File: config.mk
export PLATFORM = sky130hd
export DESIGN_NAME = ec_mailbox
export DESIGN_NICKNAME = d
export VERILOG_FILES = /design/src/rtl/ec_mailbox.sv
export SDC_FILE = /design/constraint.sdc
export NUM_CORES = 1
export LEC_CHECK = 0
export BUFFER_PORTS_ARGS = -buffer_cell sky130_fd_sc_hd__clkbuf_2
export CAP_MARGIN = 20
export CORE_ASPECT_RATIO = 1.1
export CORE_UTILIZATION = 51
export DETAILED_ROUTE_END_ITERATION = 16
export PLACE_DENSITY = 0.81
export SYNTH_ARGS = -nofsm -noshare
export SYNTH_HDL_FRONTEND = slang
export SYNTH_SLANG_ARGS = --single-unit
export TNS_END_PERCENT = 20
File: constraint.sdc
create_clock -name clk -period 3.3 [get_ports clk]
set_input_delay 0.33 -clock clk [delete_from_list [all_inputs] [get_ports clk]]
set_output_delay 0.33 -clock clk [all_outputs]
set_load 0.01 [all_outputs]
File: src/rtl/ec_mailbox.sv
module ec_mailbox #(
  parameter int IBF_DELAY = 3
) (
  input  logic       clk,
  input  logic       rst_n,
  input  logic       host_port,
  input  logic       host_wr,
  input  logic       host_rd,
  input  logic [7:0] host_wdata,
  output logic [7:0] host_rdata,
  output logic [7:0] reg_addr,
  output logic       reg_we,
  output logic [7:0] reg_wdata,
  input  logic [7:0] reg_rdata
);
  localparam int CW = $clog2(IBF_DELAY + 1);
  localparam logic [7:0] OP_RD = 8'h80, OP_WR = 8'h81, OP_BON = 8'h82, OP_BOFF = 8'h83;

  typedef enum logic [2:0] {S_IDLE, S_RADDR, S_WADDR, S_WDATA, S_FETCH, S_CAPT} seq_t;

  seq_t          st;
  logic          ibf, obf, cmd_flag, burst, we_q;
  logic [7:0]    inbuf, obuf, addr_q, wdata_q;
  logic [CW-1:0] cnt;

  wire accept  = host_wr && !ibf;
  wire consume = ibf && (cnt == CW'(1));
  wire cap     = (st == S_CAPT);
  wire rd_data = host_rd && !host_port;
  wire [7:0] status = {3'b000, burst, cmd_flag, 1'b0, ibf, obf};

  assign host_rdata = host_port ? status : obuf;
  assign reg_addr   = addr_q;
  assign reg_we     = we_q;
  assign reg_wdata  = wdata_q;

  always_ff @(posedge clk) begin
    if (!rst_n) begin
      st <= S_IDLE;
      ibf <= 1'b0; obf <= 1'b0; cmd_flag <= 1'b0; burst <= 1'b0; we_q <= 1'b0;
      inbuf <= '0; obuf <= '0; addr_q <= '0; wdata_q <= '0; cnt <= '0;
    end else begin
      we_q <= 1'b0;

      if (accept) begin
        ibf      <= 1'b1;
        cnt      <= CW'(IBF_DELAY);
        inbuf    <= host_wdata;
        cmd_flag <= host_port;
      end else if (consume) begin
        ibf <= 1'b0;
      end else if (ibf) begin
        cnt <= cnt - CW'(1);
      end

      if (cap) begin
        obuf <= reg_rdata;
        obf  <= 1'b1;
      end else if (rd_data) begin
        obf <= 1'b0;
      end

      if (consume && cmd_flag) begin
        case (inbuf)
          OP_RD:   st <= S_RADDR;
          OP_WR:   st <= S_WADDR;
          OP_BON:  begin burst <= 1'b1; st <= S_IDLE; end
          OP_BOFF: begin burst <= 1'b0; st <= S_IDLE; end
          default: st <= S_IDLE;
        endcase
      end else begin
        case (st)
          S_RADDR: if (consume) begin addr_q <= inbuf; st <= S_FETCH; end
          S_WADDR: if (consume) begin addr_q <= inbuf; st <= S_WDATA; end
          S_WDATA: if (consume) begin wdata_q <= inbuf; we_q <= 1'b1; st <= S_IDLE; end
          S_FETCH: st <= S_CAPT;
          S_CAPT:  st <= S_IDLE;
          default: st <= S_IDLE;
        endcase
      end
    end
  end
endmodule


Word level (Yosys, flattened, before mapping)
Cells that the tools add are included.
Word-level totals
  flip-flop bits (word level): 42
  latch bits: 0
  RAM bits: 0
  memory bits (read-only): 0
  input port bits: 21
  output and inout bits: 25
  logic and storage cells: 62
  memories: 0
Cells by class
  add/sub/neg operators: 1
  multipliers: 0
  div/mod/pow operators: 0
  $lt $le $gt $ge: 0
  equality and inequality tests: 14
  shift-type cells: 0
  mux-type cells: 16
  bitwise gates (word level): 3
  reductions and logical operators: 17
Operators with widths (count)
  8-bit == test, second input constant: 4
  3-bit 2-to-1 mux: 4
  3-bit case mux with 4 select lines: 1
  3-bit inequality test, second input constant: 3
  3-bit AND reduction: 3
  8-bit 2-to-1 mux: 1
  2-bit nonzero test: 4
  3-bit by 2-bit == test with 1-bit output, second input constant: 2
  3-bit == test, second input constant: 2
  2-bit 2-to-1 mux: 3
  1-bit 2-to-1 mux: 5
  1-bit logical AND: 4
  2-bit case mux with 2 select lines: 1
  2-bit AND reduction: 2
  3-bit by 1-bit == test with 1-bit output, second input constant: 1
  1-bit NOT: 3
  3-bit OR reduction: 1
  2-bit by 1-bit == test with 1-bit output, second input constant: 1
  1-bit logical NOT: 2
  2-bit inequality test, second input constant: 1
  1-bit case mux with 2 select lines: 1
  2-bit OR reduction: 1
  2-bit by 1-bit subtractor with 2-bit output, second input constant: 1

Logic depth before layout (Yosys ltp)
  word-level depth: 5
  gate-level depth with buffers: 8
  gate-level depth less buffers: 5

Worst setup path after synthesis
No wires, ideal clock.
  path type: flip-flop to flip-flop
  start: register cnt[1]
  end: register burst
  setup time: 0.116 ns
  data arrival time: 1.273 ns
  required time: 3.184 ns
  path slack: 1.911 ns
  cell stages (with the launch flop): 7
  path buffers: 1
  clock period less this slack: 1.389 ns
  cell sequence: dfxtp_1 inv_1 ha_1 buf_4 and3_1 a41o_1 and3_1
On the way
  word-level cells in the longest chain between the ends: 4
Ends and longest elaborated chain
  from (decl): line 24  | logic [CW-1:0] cnt;
  from (signal assigned): line 47  | cnt <= CW'(IBF_DELAY);
  from (signal assigned): line 53  | cnt <= cnt - CW'(1);
  2-bit by 1-bit == test with 1-bit output: line 27  | wire consume = ibf && (cnt == CW'(1));
  1-bit logical AND: line 27
  1-bit logical AND: line 63  | if (consume && cmd_flag) begin
  2-bit AND reduction (no line)
  to (signal assigned): line 40  | ibf <= 1'b0; obf <= 1'b0; cmd_flag <= 1'b0; burst <= 1'b0; we_q <= 1'b0;
  to (signal assigned): line 67  | OP_BON: begin burst <= 1'b1; st <= S_IDLE; end
  to (signal assigned): line 68  | OP_BOFF: begin burst <= 1'b0; st <= S_IDLE; end
  to (decl): line 22  | logic ibf, obf, cmd_flag, burst, we_q;
No other way between the ends.
A chain may end at the register's enable or synchronous reset.

Worst setup path after layout
  start: register cnt[0]
  end: register wdata_q[1], in the netlist reg_wdata[1]
On the way
  word-level cells in the longest chain between the ends: 5
Ends and longest elaborated chain
  2-bit by 1-bit == test with 1-bit output *: line 27
  1-bit logical AND *: line 27
  1-bit logical AND: line 63
  1-bit NOT (no line)
  3-bit AND reduction (no line) *
  to (signal assigned): line 41  | inbuf <= '0; obuf <= '0; addr_q <= '0; wdata_q <= '0; cnt <= '0;
  to (signal assigned): line 75  | S_WDATA: if (consume) begin wdata_q <= inbuf; we_q <= 1'b1; st <= S_IDLE; end
  to (decl): line 23  | logic [7:0] inbuf, obuf, addr_q, wdata_q;
Mark *: on every way between the ends. The rest lies on a longest branch, timed or not.

==> reports/qor.txt <==
fill count -> 350
status -> finished clean
Clk Latency, worst-skew pair -> 0.30 ns
P&R area growth vs syn -> 14.2%
dominant synthesized flop cell -> dfxtp_1
area of placed instances -> 2130 um^2
routed via count -> 1600
TritonCTS buffer count -> 5
max-cap viol count -> 0
min Tclk post-route -> 1.71 ns
share of layout cells above drive strength 1 -> 25.7%
RSZ-0062 raised after global routing -> no
GRT Total Usage -> 21.0%
Yosys top cell by area -> dfxtp_1
EDFF count, synth -> 0
final setup fails -> 0
final hold violations -> 0
H-tree Lvls -> 2
PwrDens -> 439 nW/um^2
vias in the first global route -> 1372
most frequent cells after synthesis -> dfxtp_1, a21boi_1, nand2_1
grt met1 use -> 26.0%
initial antenna violation count -> 0
WL/cell -> 13.0 um
Leak -> 0.000948 uW
Boundary Pins -> 46
# diodes -> 0
Overflow after GRT -> 0
Post-Syn Instances -> 208
GR met2 Demand/Resource -> 34.3%
Crit-path slowest cell -> and4bb_1
DR DRC count -> 0
CP required -> 3.53 ns
# resized after CTS -> 0
Hold Crit Class -> input port to flip-flop
CP Cell Sequence -> ha_1, and4bb_1, nand3_1, a21boi_1
CTS tree -> built
most numerous cell in the Yosys netlist -> dfxtp_1
clk buf depth -> 2
CTS Root Cell -> clkbuf_8
synth unique cells -> 40
DP Wirelength -> 2.67 mm
design area -> 2220 um^2
sequential share of the synthesized area -> 43.3%
CTS sink count -> 42
setup TNS -> 0 ns
Max Transition Viols Final -> 0
post-CTS setup-driven buffer insertion count -> 0
DRT antenna net count -> 0
crit share post-route -> 52.0%
DRT iter0 DRCs -> 123
clock skew -> 0.00653 ns
Core Area -> 3650 um^2
drt total wl -> 3.83 mm
clock-pin slew on the worst setup and hold paths -> 0.08 ns
floorplan row count -> 23
Die Ht -> 66.7 um
CP max FO -> 17
synth warn -> 0
Slew headroom -> 54.4%
area of the multi-input gates -> 983 um^2
Hold Buf Count CTS -> 0
cell area after synthesis -> 1940 um^2
Port Buffers -> 45
post-synth top area share -> 43.3%
busiest grt layer -> met2
vias per cell -> 5.42
syn_area_per_cell -> 9.33 um^2
Initial Utilization -> 53.1%
maximum VDD drop -> 0.000298 V
nets -> 266
register area -> 841 um^2
gpl congestion -> 0.854
first-pass GRT wire length -> 6.29 mm
WP data arrival -> 1.94 ns
Setup CP Type -> flip-flop to flip-flop
global routing met3 resource utilization -> 6.21%
Startpoint Class -> flip-flop
die width -> 60.8 um
largest net degree at the start of global routing -> 43
ys async rst share -> 0%
Worst path max stage delay -> 0.59 ns
Die ar. -> 4060 um^2
highest clock rate -> 0.583 GHz
post-synthesis register bit count -> 42
Worst setup EP type -> flip-flop
Slew @ Worst Pin -> 0.684 ns
top cells by area, synth -> dfxtp_1, a21boi_1, mux2i_1
Syn Nets -> 230
CP bufs+invs -> 0
drt pass-1 iters -> 4
top cell family by delay on the critical path -> simple AND/OR/NAND/NOR gates
-- cell type report --
class | count | share of cell area, %
clock buffer | 5 | 3.10
timing repair buffer | 45 | 10.2
inverter | 4 | 0.677
multi-input combinational | 146 | 44.4
tap | 50 | 2.82
clock inverter | 3 | 0.959
sequential | 42 | 37.9
-- sequential cells by signal, indices dropped and copies added, names as in the netlist, 2 cells and up --
| register | flops |
|---|---|
| inbuf | 8 |
| reg_wdata | 8 |
| cnt | 2 |
| st | 3 |
| obuf | 8 |
| reg_addr | 8 |
-- power by group --
part           total [uW]  internal (uW)  switching (uW)  leakage, uW
Combinational        97.8           44.1            53.7     0.000563
Clock                 330            149             181    0.0000441
Sequential            545            520            25.4     0.000341
Total                 973            712             261     0.000948
-- metrics by stage --
stage / hold slack [ns] / worst slack [ns] / total power (uW) / util, % / std cells
after global routing: 0.243 / 1.39 / 1020 / 60.7 / 295
after global placement: 0.465 / 1.64 / 653 / 58.2 / 287
after CTS: 0.234 / 1.57 / 982 / 60.7 / 295
after floorplan: 0.454 / 1.91 / 631 / - / 208
final: 0.244 / 1.59 / 973 / 60.7 / 295
after detailed placement: 0.471 / 1.61 / 655 / 58.2 / 287
-- worst paths after layout --
path | startpoint | to | slack [ns] | cells past startpoint
worst max-delay path | cnt[0] | reg_wdata[1] | 1.59 | 4
worst min-delay path | host_wdata[5] | inbuf[5] | 0.24 | 3
worst max register to register | cnt[0] | reg_wdata[1] | 1.59 | 4
worst min register to register | reg_wdata[2] | reg_wdata[2] | 0.48 | 2
-- worst register-to-register path, cell delays in order (launching register included) --
cell and delay, ns:
dfxtp_1 0.38, ha_1 0.37, and4bb_1 0.59, nand3_1 0.17, a21boi_1 0.14
-- metal layers --
layer  share of wire (%)  vias up
li1                    -      799
met1                  45      738
met2                  48       59
met3                 6.2        4
met4                0.94        0
met5                   0        -
-- logic make-up (layout without fill, tap and decap cells) --
kind of cell / count (synthesis) / count (layout) / synth area share (%)
muxes: 13 / 13 / 6.96
AOI/OAI and AO/OA: 58 / 58 / 19.9
and+or+nand+nor: 71 / 71 / 21.1
DFF: 42 / 42 / 43.3
xor gates and xnor gates: 3 / 3 / 2.13
adders and majority gates: 1 / 1 / 0.645
buffers and inverters: 20 / 57 / 6.00
-- layout by cell type (no fill, tap or decap), types with 2 or more instances in the layout --
cell | synthesis | final
a21oi_1 | 5 | 5
o41ai_1 | 2 | 2
clkbuf_8 | 0 | 5
nand4_1 | 3 | 3
inv_1 | 3 | 3
a21boi_1 | 25 | 25
nor3b_1 | 2 | 2
o31ai_1 | 2 | 2
nor2_1 | 3 | 3
and2_1 | 3 | 3
nand2b_1 | 2 | 2
o21ai_0 | 8 | 8
clkbuf_2 | 0 | 45
o21ai_1 | 11 | 11
mux2i_1 | 9 | 9
nor2b_1 | 14 | 14
nand2_1 | 20 | 20
dfxtp_1 | 42 | 42
nand3_1 | 16 | 16
and3_1 | 3 | 3
mux2_2 | 4 | 4
No activity file was read; power rests on OpenSTA's default activity.
